`config.mk`:
```
export PLATFORM = sky130hd
export DESIGN_NAME = dram_rfsh_seq
export DESIGN_NICKNAME = d
export VERILOG_FILES = /design/src/rtl/dram_rfsh_pkg.sv /design/src/rtl/dram_rfsh_interval.sv /design/src/rtl/dram_rfsh_backlog.sv /design/src/rtl/dram_rfsh_cycle_fsm.sv /design/src/rtl/dram_rfsh_seq.sv
export SDC_FILE = /design/constraint.sdc
export NUM_CORES = 1
export LEC_CHECK = 0
export ABC_AREA = 1
export BUFFER_PORTS_ARGS = -buffer_cell sky130_fd_sc_hd__buf_2
export CAP_MARGIN = 0
export CORE_MARGIN = 5
export CORE_UTILIZATION = 55
export DETAILED_ROUTE_END_ITERATION = 8
export HOLD_SLACK_MARGIN = 0.02
export PLACE_DENSITY = 0.68
export SYNTH_ARGS = -nofsm -noshare
export SYNTH_HDL_FRONTEND = slang
export SYNTH_HIERARCHICAL = 1
export SYNTH_SLANG_ARGS = --single-unit
```
`constraint.sdc`:
```
create_clock -name clk -period 2.6 [get_ports clk]
set_input_delay 0.13 -clock clk [delete_from_list [all_inputs] [get_ports clk]]
set_output_delay 0.13 -clock clk [all_outputs]
set_load 0.1 [all_outputs]
```
`src/rtl/dram_rfsh_pkg.sv`:
```
package dram_rfsh_pkg;

    // Phases of one strobe cycle plus the power-up pause.
    typedef enum logic [2:0] {
        SEQ_PAUSE,
        SEQ_IDLE,
        SEQ_CAS_LEAD,
        SEQ_RAS_LOW,
        SEQ_PRECHG
    } seq_state_e;

    function automatic int unsigned max_of4(input int unsigned a, input int unsigned b,
                                            input int unsigned c, input int unsigned d);
        int unsigned m;
        m = a;
        if (b > m) m = b;
        if (c > m) m = c;
        if (d > m) m = d;
        return m;
    endfunction

endpackage

```
`src/rtl/dram_rfsh_interval.sv`:
```
module dram_rfsh_interval #(
    parameter int unsigned INTERVAL = 1562
) (
    input  logic clk,
    input  logic rst_n,
    input  logic en_i,
    output logic tick_o
);
    localparam int unsigned CW = (INTERVAL > 2) ? $clog2(INTERVAL) : 1;

    logic [CW-1:0] cnt_d, cnt_q;

    assign tick_o = en_i && (cnt_q == CW'(INTERVAL - 1));

    always_comb begin
        cnt_d = cnt_q;
        if (!en_i || tick_o) cnt_d = '0;
        else                 cnt_d = cnt_q + CW'(1);
    end

    always_ff @(posedge clk or negedge rst_n) begin
        if (!rst_n) cnt_q <= '0;
        else        cnt_q <= cnt_d;
    end

    // a demand can only appear after the timer has been running
    a_r7_tick_after_run: assert property (@(posedge clk) disable iff (!rst_n)
        tick_o |-> $past(en_i));

endmodule

```
`src/rtl/dram_rfsh_backlog.sv`:
```
module dram_rfsh_backlog #(
    parameter int unsigned MAX_DEFER = 4
) (
    input  logic clk,
    input  logic rst_n,
    input  logic tick_i,
    input  logic retire_i,
    output logic pending_o,
    output logic overflow_o
);
    localparam int unsigned BW = $clog2(MAX_DEFER + 1);

    logic [BW-1:0] cnt_d, cnt_q;

    assign pending_o  = (cnt_q != '0);
    assign overflow_o = tick_i && !retire_i && (cnt_q == BW'(MAX_DEFER));

    always_comb begin
        cnt_d = cnt_q;
        if (overflow_o) begin
            cnt_d = '0;
        end else if (tick_i && !retire_i) begin
            cnt_d = cnt_q + BW'(1);
        end else if (retire_i && !tick_i && cnt_q != '0) begin
            cnt_d = cnt_q - BW'(1);
        end
    end

    always_ff @(posedge clk or negedge rst_n) begin
        if (!rst_n) cnt_q <= '0;
        else        cnt_q <= cnt_d;
    end

    // deferred demands never exceed the allowed depth
    a_r8_backlog_bounded: assert property (@(posedge clk) disable iff (!rst_n)
        cnt_q <= BW'(MAX_DEFER));

    // an overflowing demand empties the backlog
    a_r9_overflow_clears: assert property (@(posedge clk) disable iff (!rst_n)
        overflow_o |=> (cnt_q == '0));

endmodule

```
`src/rtl/dram_rfsh_cycle_fsm.sv`:
```
module dram_rfsh_cycle_fsm
    import dram_rfsh_pkg::*;
#(
    parameter int unsigned PAUSE_CYC    = 20000,
    parameter int unsigned CAS_LEAD_CYC = 2,
    parameter int unsigned RAS_LOW_CYC  = 5,
    parameter int unsigned PRECHG_CYC   = 3
) (
    input  logic clk,
    input  logic rst_n,
    input  logic want_i,
    input  logic gnt_i,
    output logic req_o,
    output logic ras_n_o,
    output logic cas_n_o,
    output logic drive_o,
    output logic start_o,
    output logic done_o
);
    localparam int unsigned LONGEST = max_of4(PAUSE_CYC, CAS_LEAD_CYC, RAS_LOW_CYC, PRECHG_CYC);
    localparam int unsigned CNT_W   = (LONGEST > 1) ? $clog2(LONGEST + 1) : 1;

    typedef struct packed {
        seq_state_e       st;
        logic [CNT_W-1:0] cnt;
    } fsm_t;

    fsm_t fsm_d, fsm_q;
    logic in_cycle;

    assign in_cycle = (fsm_q.st == SEQ_CAS_LEAD) || (fsm_q.st == SEQ_RAS_LOW) ||
                      (fsm_q.st == SEQ_PRECHG);
    assign req_o    = in_cycle || ((fsm_q.st == SEQ_IDLE) && want_i);
    assign cas_n_o  = !((fsm_q.st == SEQ_CAS_LEAD) || (fsm_q.st == SEQ_RAS_LOW));
    assign ras_n_o  = (fsm_q.st != SEQ_RAS_LOW);
    assign drive_o  = in_cycle;

    always_comb begin
        fsm_d   = fsm_q;
        start_o = 1'b0;
        done_o  = 1'b0;
        unique case (fsm_q.st)
            SEQ_PAUSE: begin
                if (fsm_q.cnt == '0) fsm_d.st  = SEQ_IDLE;
                else                 fsm_d.cnt = fsm_q.cnt - CNT_W'(1);
            end
            SEQ_IDLE: begin
                if (want_i && gnt_i) begin
                    fsm_d.st  = SEQ_CAS_LEAD;
                    fsm_d.cnt = CNT_W'(CAS_LEAD_CYC - 1);
                    start_o   = 1'b1;
                end
            end
            SEQ_CAS_LEAD: begin
                if (fsm_q.cnt == '0) begin
                    fsm_d.st  = SEQ_RAS_LOW;
                    fsm_d.cnt = CNT_W'(RAS_LOW_CYC - 1);
                end else begin
                    fsm_d.cnt = fsm_q.cnt - CNT_W'(1);
                end
            end
            SEQ_RAS_LOW: begin
                if (fsm_q.cnt == '0) begin
                    fsm_d.st  = SEQ_PRECHG;
                    fsm_d.cnt = CNT_W'(PRECHG_CYC - 1);
                end else begin
                    fsm_d.cnt = fsm_q.cnt - CNT_W'(1);
                end
            end
            SEQ_PRECHG: begin
                if (fsm_q.cnt == '0) begin
                    fsm_d.st = SEQ_IDLE;
                    done_o   = 1'b1;
                end else begin
                    fsm_d.cnt = fsm_q.cnt - CNT_W'(1);
                end
            end
            default: fsm_d.st = SEQ_IDLE;
        endcase
    end

    always_ff @(posedge clk or negedge rst_n) begin
        if (!rst_n) begin
            fsm_q.st  <= SEQ_PAUSE;
            fsm_q.cnt <= CNT_W'(PAUSE_CYC - 1);
        end else begin
            fsm_q <= fsm_d;
        end
    end

    // the row strobe may only fall while the column strobe is already low
    a_r4_ras_after_cas: assert property (@(posedge clk) disable iff (!rst_n)
        $fell(ras_n_o) |-> !cas_n_o);

    // strobe ownership only follows a granted request
    a_r3_drive_after_grant: assert property (@(posedge clk) disable iff (!rst_n)
        $rose(drive_o) |-> $past(req_o && gnt_i));

    // nothing is requested or strobed during the power-up pause
    a_r2_quiet_pause: assert property (@(posedge clk) disable iff (!rst_n)
        (fsm_q.st == SEQ_PAUSE) |-> (!req_o && ras_n_o && cas_n_o));

    // ownership ends only after a cycle with both strobes high
    a_r5_release_precharged: assert property (@(posedge clk) disable iff (!rst_n)
        $fell(drive_o) |-> $past(ras_n_o && cas_n_o));

endmodule

```
`src/rtl/dram_rfsh_seq.sv`:
```
module dram_rfsh_seq
    import dram_rfsh_pkg::*;
#(
    parameter int unsigned CLK_MHZ      = 100,
    parameter int unsigned PAUSE_US     = 200,
    parameter int unsigned ROW_COUNT    = 4096,
    parameter int unsigned RETENTION_MS = 64,
    parameter int unsigned PAUSE_CYC    = PAUSE_US * CLK_MHZ,
    parameter int unsigned REF_INTERVAL = (RETENTION_MS * 1000 * CLK_MHZ) / ROW_COUNT,
    parameter int unsigned WAKE_CYCLES  = 8,
    parameter int unsigned CAS_LEAD_CYC = 2,
    parameter int unsigned RAS_LOW_CYC  = 5,
    parameter int unsigned PRECHG_CYC   = 3,
    parameter int unsigned MAX_DEFER    = 4
) (
    input  logic clk,
    input  logic rst_n,
    output logic ref_req_o,
    input  logic ref_gnt_i,
    output logic ras_n_o,
    output logic cas_n_o,
    output logic strobe_drive_o,
    output logic init_done_o
);
    localparam int unsigned WAKE_W = $clog2(WAKE_CYCLES + 1);

    typedef struct packed {
        logic              init_done;
        logic [WAKE_W-1:0] wake_left;
        logic              cyc_wake;
    } ctl_t;

    ctl_t ctl_d, ctl_q;

    logic tick, overflow, pending, retire, want;
    logic cyc_start, cyc_done;

    dram_rfsh_interval #(.INTERVAL(REF_INTERVAL)) u_interval (
        .clk    (clk),
        .rst_n  (rst_n),
        .en_i   (ctl_q.init_done),
        .tick_o (tick)
    );

    dram_rfsh_backlog #(.MAX_DEFER(MAX_DEFER)) u_backlog (
        .clk        (clk),
        .rst_n      (rst_n),
        .tick_i     (tick),
        .retire_i   (retire),
        .pending_o  (pending),
        .overflow_o (overflow)
    );

    dram_rfsh_cycle_fsm #(
        .PAUSE_CYC    (PAUSE_CYC),
        .CAS_LEAD_CYC (CAS_LEAD_CYC),
        .RAS_LOW_CYC  (RAS_LOW_CYC),
        .PRECHG_CYC   (PRECHG_CYC)
    ) u_cycle (
        .clk     (clk),
        .rst_n   (rst_n),
        .want_i  (want),
        .gnt_i   (ref_gnt_i),
        .req_o   (ref_req_o),
        .ras_n_o (ras_n_o),
        .cas_n_o (cas_n_o),
        .drive_o (strobe_drive_o),
        .start_o (cyc_start),
        .done_o  (cyc_done)
    );

    assign want        = ctl_q.init_done ? pending : (ctl_q.wake_left != '0);
    assign retire      = cyc_done && !ctl_q.cyc_wake && ctl_q.init_done;
    assign init_done_o = ctl_q.init_done;

    always_comb begin
        ctl_d = ctl_q;
        // a cycle that starts on the overflow edge already counts toward wake-up
        if (cyc_start) ctl_d.cyc_wake = !ctl_q.init_done || overflow;
        if (overflow) begin
            ctl_d.init_done = 1'b0;
            ctl_d.wake_left = WAKE_W'(WAKE_CYCLES);
        end else if (cyc_done && ctl_q.cyc_wake && !ctl_q.init_done &&
                     ctl_q.wake_left != '0) begin
            ctl_d.wake_left = ctl_q.wake_left - WAKE_W'(1);
            if (ctl_q.wake_left == WAKE_W'(1)) ctl_d.init_done = 1'b1;
        end
    end

    always_ff @(posedge clk or negedge rst_n) begin
        if (!rst_n) begin
            ctl_q.init_done <= 1'b0;
            ctl_q.wake_left <= WAKE_W'(WAKE_CYCLES);
            ctl_q.cyc_wake  <= 1'b0;
        end else begin
            ctl_q <= ctl_d;
        end
    end

    // readiness is only declared when a strobe cycle has just finished
    a_r6_ready_after_cycle: assert property (@(posedge clk) disable iff (!rst_n)
        $rose(init_done_o) |-> $past(cyc_done));

    // an overflow withdraws readiness and reloads the wake-up count
    a_r9_rewake_on_overflow: assert property (@(posedge clk) disable iff (!rst_n)
        overflow |=> (!init_done_o && ctl_q.wake_left == WAKE_W'(WAKE_CYCLES)));

endmodule

```
After elaboration in Yosys (flattened, before gate mapping)
Cells that the tools add are included.
W data, S select, Z words.
{ "word_totals": {"elab_cells": 80, "out_inout_bits": 5, "register_bits": 38, "in_bits": 3} }
{ "classes": {"addsub": 5, "n_reduce_logical": 34, "mux": 21, "eq_ne": 13} }
{ "op_table": {"columns": ["operator", "n"], "rows": [
  ["$pmux W15 S4", 1],
  ["$mux W15", 3],
  ["$mux W18", 1],
  ["$mux W3", 6],
  ["$logic_not A15 Y1", 1],
  ["$sub A15 B1 Y15 const B", 1],
  ["$logic_and A1 B1 Y1", 12],
  ["$pmux W3 S4", 1],
  ["$add A11 B1 Y11 const B", 1],
  ["$eq A11 B11 Y1 const B", 1],
  ["$mux W11", 1],
  ["$mux W5", 2],
  ["$ne A2 B2 Y1 const B", 4],
  ["$reduce_bool A4 Y1", 2],
  ["$eq A3 B2 Y1 const B", 2],
  ["$eq A3 B3 Y1 const B", 2],
  ["$mux W1", 6],
  ["$reduce_bool A3 Y1", 2],
  ["$logic_not A1 Y1", 5],
  ["$logic_or A1 B1 Y1", 5],
  ["$eq A4 B1 Y1 const B", 1],
  ["$reduce_and A4 Y1", 1],
  ["$reduce_bool A2 Y1", 2],
  ["$sub A4 B1 Y4 const B", 1],
  ["9 further kinds", 9]
]} }

Longest topological paths before layout
{ "logic_depth": {"ltp_word": 10, "mapped_depth": 19, "ltp_nobuf": 19} }

Hierarchy
The synthesis kept the hierarchy.
{ "modules_own_cells": {"columns": ["mod", "instances", "seq_area_each_um2", "cells_per_inst", "area_per_inst_um2"], "rows": [
  ["dram_rfsh_cycle_fsm", 1, 461.7, 186, 1280.0],
  ["dram_rfsh_interval", 1, 275.3, 83, 634.4],
  ["dram_rfsh_seq", 1, 151.4, 46, 381.6],
  ["dram_rfsh_backlog", 1, 75.1, 32, 235.2]
]} }

Worst setup path before layout
OpenSTA, ideal clock, no wires.
{ "synth_timing": {"path_type": "flip-flop to output port", "start": "register u_cycle/fsm_q[16] (netlist bit)", "end": "output port ref_req_o", "stages_incl_launch_ff": 5, "n_path_buf": 0, "required_time_ps": 2470, "t_arrival_ps": 3596, "path_slack_ps": -1126, "path_cell_list": "dfrtp_1 nor2_2 inv_1 o21ai_0 a21o_1"} }
{ "synth_between": {"elab_chain_cells": 4, "word_cells_on_any_way": 8, "cone_classes": "4 x eq/ne; 4 x reduce/logical"} }
{ "synth_lines": {"columns": ["item", "line", "source"], "rows": [
  ["from (decl)", "dram_rfsh_cycle_fsm.sv:28", "fsm_t fsm_d, fsm_q;"],
  ["from (signal assigned)", "dram_rfsh_cycle_fsm.sv:87", "fsm_q <= fsm_d;"],
  ["$eq A3 B2 Y1", "dram_rfsh_cycle_fsm.sv:31", "assign in_cycle = (fsm_q.st == SEQ_CAS_LEAD) || (fsm_q.st == SEQ_RAS_LOW) ||"],
  ["$logic_or A1 B1 Y1", "dram_rfsh_cycle_fsm.sv:31", null],
  ["$logic_or A1 B1 Y1 *", "dram_rfsh_cycle_fsm.sv:31", null],
  ["via strobe_drive_o", "dram_rfsh_seq.sv:22", "output logic strobe_drive_o,"],
  ["$logic_or A1 B1 Y1 *", "dram_rfsh_cycle_fsm.sv:33", "assign req_o = in_cycle || ((fsm_q.st == SEQ_IDLE) && want_i);"],
  ["to (decl)", "dram_rfsh_seq.sv:18", "output logic ref_req_o,"]
]} }
Mark *: on every way through the listed nets, which the timed path passes. The rest lies on a longest branch.

Worst setup path in the final report
{ "layout_timing": {"start": "register u_cycle/fsm_q[0] (netlist bit)", "end": "register u_backlog.cnt_q[2]"} }
{ "layout_between": {"elab_chain_cells": 9, "word_cells_on_any_way": 13, "cone_classes": "4 x mux; 9 x reduce/logical"} }
{ "layout_lines": {"columns": ["item", "line", "source"], "rows": [
  ["$logic_not A15 Y1 *", "dram_rfsh_cycle_fsm.sv:71", "if (fsm_q.cnt == '0) begin"],
  ["$mux W1 *", "dram_rfsh_cycle_fsm.sv:71", null],
  ["$mux W1 *", "dram_rfsh_cycle_fsm.sv:42", "unique case (fsm_q.st)"],
  ["via cyc_done", "dram_rfsh_seq.sv:36", "logic cyc_start, cyc_done;"],
  ["$logic_and A1 B1 Y1 * (2 in a row)", "dram_rfsh_seq.sv:73", "assign retire = cyc_done && !ctl_q.cyc_wake && ctl_q.init_done;"],
  ["via retire", "dram_rfsh_seq.sv:35", "logic tick, overflow, pending, retire, want;"],
  ["$logic_not A1 Y1", "dram_rfsh_backlog.sv:16, dram_rfsh_backlog.sv:22", null],
  ["$logic_and A1 B1 Y1", "dram_rfsh_backlog.sv:16, dram_rfsh_backlog.sv:22", null],
  ["$mux W3 or $logic_and A1 B1 Y1 (tied branches)", "dram_rfsh_backlog.sv:22, dram_rfsh_backlog.sv:16", null],
  ["$mux W3 or $reduce_bool A3 Y1 (tied branches)", null, null],
  ["to (signal assigned)", "dram_rfsh_backlog.sv:31", "else cnt_q <= cnt_d;"],
  ["to (decl)", "dram_rfsh_backlog.sv:13", "logic [BW-1:0] cnt_d, cnt_q;"]
]} }
Marked as above.
A chain may end at the register's enable or synchronous reset.

==> results by group <==
Setup path
  • Crit path cell chain: inv_2 > ha_1 > inv_1 > nor2_1 > nand2_1 > nor2_4 > nand3_4 > nor2_1 > nand2_1 > nor2_1 > inv_1 > nand2_2 > inv_1 > fa_1 > nand3_1 > nand2_1 > o21ai_2
  • Worst Path Max Fanout: 8
  • CP Data Arrival Time: 2640 ps
  • CP endpoint kind: flop
  • Critical path's top delay family: simple AND/OR/NAND/NOR gates
  • Crit start category: flop
  • Worst Path Buf+Inv: 4
  • CP max stage delay: roughly 400 ps
  • Required @ worst endpoint: 2830 ps
  • Slowest cell on the critical path: fa_1
  • Critical path class: flop to flop

Yosys
  • Post-synth top area share: 27.68%
  • Fraction of registers with async set/reset: 100.0%
  • Combinational family with the most area after synthesis: simple AND/OR/NAND/NOR gates
  • Synth warn: 6
  • Register area share after synthesis: 38.06%
  • Post-Synth XOR/XNOR Area: 2.076%
  • Simple-Gate Fraction of Synth Area: 38.01%
  • Mux cell area share after synthesis: 0.4449%
  • Count of different cell masters after synthesis: 34
  • Synth Instances: between 300 and 400
  • Post-synth EDFFs: 0
  • Most numerous cell in the Yosys netlist: nand2_1
  • Most used DFF post-synth: dfrtp_1
  • Post-Syn Nets: 358
  • Largest area contributor in the netlist: dfrtp_1
  • Post-Synth Adder-Cell Area: 4.251%
  • Synth cell count leaders: nand2_1 (74), nor2_1 (58), inv_1 (46), nand3_1 (30), dfrtp_1 (28)
  • Post-Syn Area: approximately 2500 µm²
  • Synth Register Bits: 38
  • Top post-synthesis cells by area: dfrtp_1 (28%), nand2_1 (11%), dfstp_2 (10%)
  • Compound-Gate Fraction of Synth Area: 7.958%
  • Mean area per synthesized cell: 7.294 µm²

Route
  • Final WL: 5.064 mm
  • DRT iter0 DRCs: ~110
  • Via density: 5.070
  • Antenna-violating nets left: 0
  • # DRC: 0
  • DR WL/cell: 12.20 µm
  • Pre-antenna DRT Iters: 4
  • Vias: around 2100

Clock tree
  • Clock Latency Late Sink: 290 ps
  • TritonCTS buffer count: 5
  • Clock slew at reported path FFs: ~80 ps
  • Htree depth: 2
  • Sink Count: 38
  • Clock Tree Root: clkbuf_8
  • Clock Path Buffers: 2
  • Post-CTS setup buffer count: 0
  • CTS tree: built

Floorplanning
  • Row count: 24
  • Die area: 6059 µm²
  • Initial Util: 57.34%
  • # IOs: 8
  • Die height: around 78 µm
  • Core area: 4414 µm²
  • Die Wd: 77.84 µm

STA
  • Tcrit/Tclk final: 92.75%
  • Post-layout minimum cycle time: 2412 ps
  • Max Fclk: 414.7 MHz
  • Worst slew pin tran: 872.3 ps
  • Final setup vio count: 0
  • Worst slew margin: 41.85%
  • Final Skew: between 7 and 8 ps
  • PnR worst setup slack: 188.4 ps
  • Final max-slew violation count: 0
  • Smallest hold slack: 302.9 ps
  • Hold Vio Cnt, Final: 0

Power
  • Maximum vdd drop: ~370 µV
  • PwrDens: a little under 400 nW/µm²
  • Leak: 1.349 nW

GRT
  • Remaining Overflow, GRT: 0
  • Vias in the first global route: slightly above 2000
  • First-pass GRT wire length: 8.866 mm
  • Global-route usage over all layers: between 15 and 20%
  • Initial antenna violation count: 0
  • Largest net degree at the start of global routing: 39

Finish
  • Layout area overhead: 8.898%
  • Final #Nets: 373
  • Design area: 2756 µm²
  • N_diodes: 0
  • Share of cells above drive strength 1: 19.83%

Worst hold path
  • Hold/Removal Path Class: primary input to flop

Run status
  • Outcome: completed

Placed design
  • Post-Place Worst Slack: 191.8 ps
  • Dpl hpwl: 3.720 mm
  • Area after DPL: 2631 µm²
  • PortBufs: 7
  • RePlAce Congestion: 0.8660

Run
  • Max-cap violations: 0
[repair_timing]
item	CTS	global route
hold endpoints to repair	28	0
endpoints found under the setup margin	0	1
hold buffers	1	0
resized for setup	0	1
[power by group]
group / internal, W / leakage, nW / switching (W)
clock: 0.000268 / 0.0575 / 0.000211
combinational: 0.00000201 / 0.822 / 0.0000117
sequential: 0.000591 / 0.469 / 0
total: 0.000861 / 1.35 / 0.000223
[worst paths after layout]
| kind | slack (ps) | end | startpoint | cells after the start |
|---|---|---|---|---|
| max in group asynchronous | 1560 | u_interval/cnt_q[2] | rst_n | 2 |
| max | 190 | u_backlog/cnt_q[2] | u_cycle/fsm_q[0] | 17 |
| min reg2reg | 490 | u_interval/cnt_q[0] | u_interval/cnt_q[0] | 1 |
| max reg2reg | 190 | u_backlog/cnt_q[2] | u_cycle/fsm_q[0] | 17 |
| min in group asynchronous | 480 | ctl_q[1] | rst_n | 2 |
| min | 300 | u_cycle/fsm_q[15] | ref_gnt_i | 4 |
[metal layers]
| metal | GRT usage, % | up-vias | routed length [µm] |
|---|---|---|---|
| met1 | 23.07 | 962 | 2521 |
| met2 | 28.88 | 24 | 2336 |
| met4 | 7.388 | 0 | 77 |
| met3 | 3.241 | 9 | 128 |
| met5 | 0 | - | 0 |
| li1 | - | 1109 | - |
[final cells by class]
class | instances | area, µm²
fillers | 412 | 1658
multi-input cells | 250 | 1344
flip-flops and latches | 38 | 963.4
inverters | 57 | 214.0
clock buffers | 8 | 110.1
well taps | 52 | 65.06
repair buffers | 10 | 60.06
[cells in the final DEF (no fill, tap or decap), types with 8 or more instances in the layout]
| cell | count |
|---|---|
| nor2_1 | 58 |
| nor2_2 | 11 |
| inv_1 | 46 |
| o21ai_1 | 9 |
| nand2_1 | 74 |
| dfrtp_1 | 28 |
| inv_2 | 9 |
| dfstp_2 | 10 |
| clkbuf_8 | 8 |
| nand2_2 | 8 |
| nand3_1 | 30 |
[flip-flops by register name, indices dropped and copies added (netlist names)]
register	flops
u_cycle/fsm_q	18
u_interval/cnt_q	11
ctl_q	5
u_backlog/cnt_q	3
init_done_o	1
[stage by stage]
stage	power, W	util, %	TNS [ps]	instances
finish	0.001084	62.44	0	415
global route	0.001128	62.44	-21.28	415
CTS	0.001102	62.33	0	415
detailed placement	0.0006160	59.61	0	406
global placement	0.0006159	59.61	0	406
floorplan	0.0006025	-	0	347
[worst reg2reg max path, stage by stage, from the launching register on]
cell     delay (ps)
dfstp_2         380
inv_2            80
ha_1            150
inv_1            40
nor2_1          100
nand2_1         100
nor2_4          130
nand3_4         140
nor2_1          160
nand2_1          60
nor2_1           90
inv_1            70
nand2_2         100
inv_1            80
fa_1            390
nand3_1         110
nand2_1          80
o21ai_2         100
[kinds of logic (layout without fill, tap and decap cells)]
kind of cell	Yosys count	after routing
muxes	1	1
xor gates and xnor gates	6	6
and+or+nand+nor	204	204
buffers and inverters	59	75
AOI/OAI and AO/OA	31	31
DFF	38	38
adders and majority gates	8	8
Note: power is estimated with default switching activity, not from simulation.
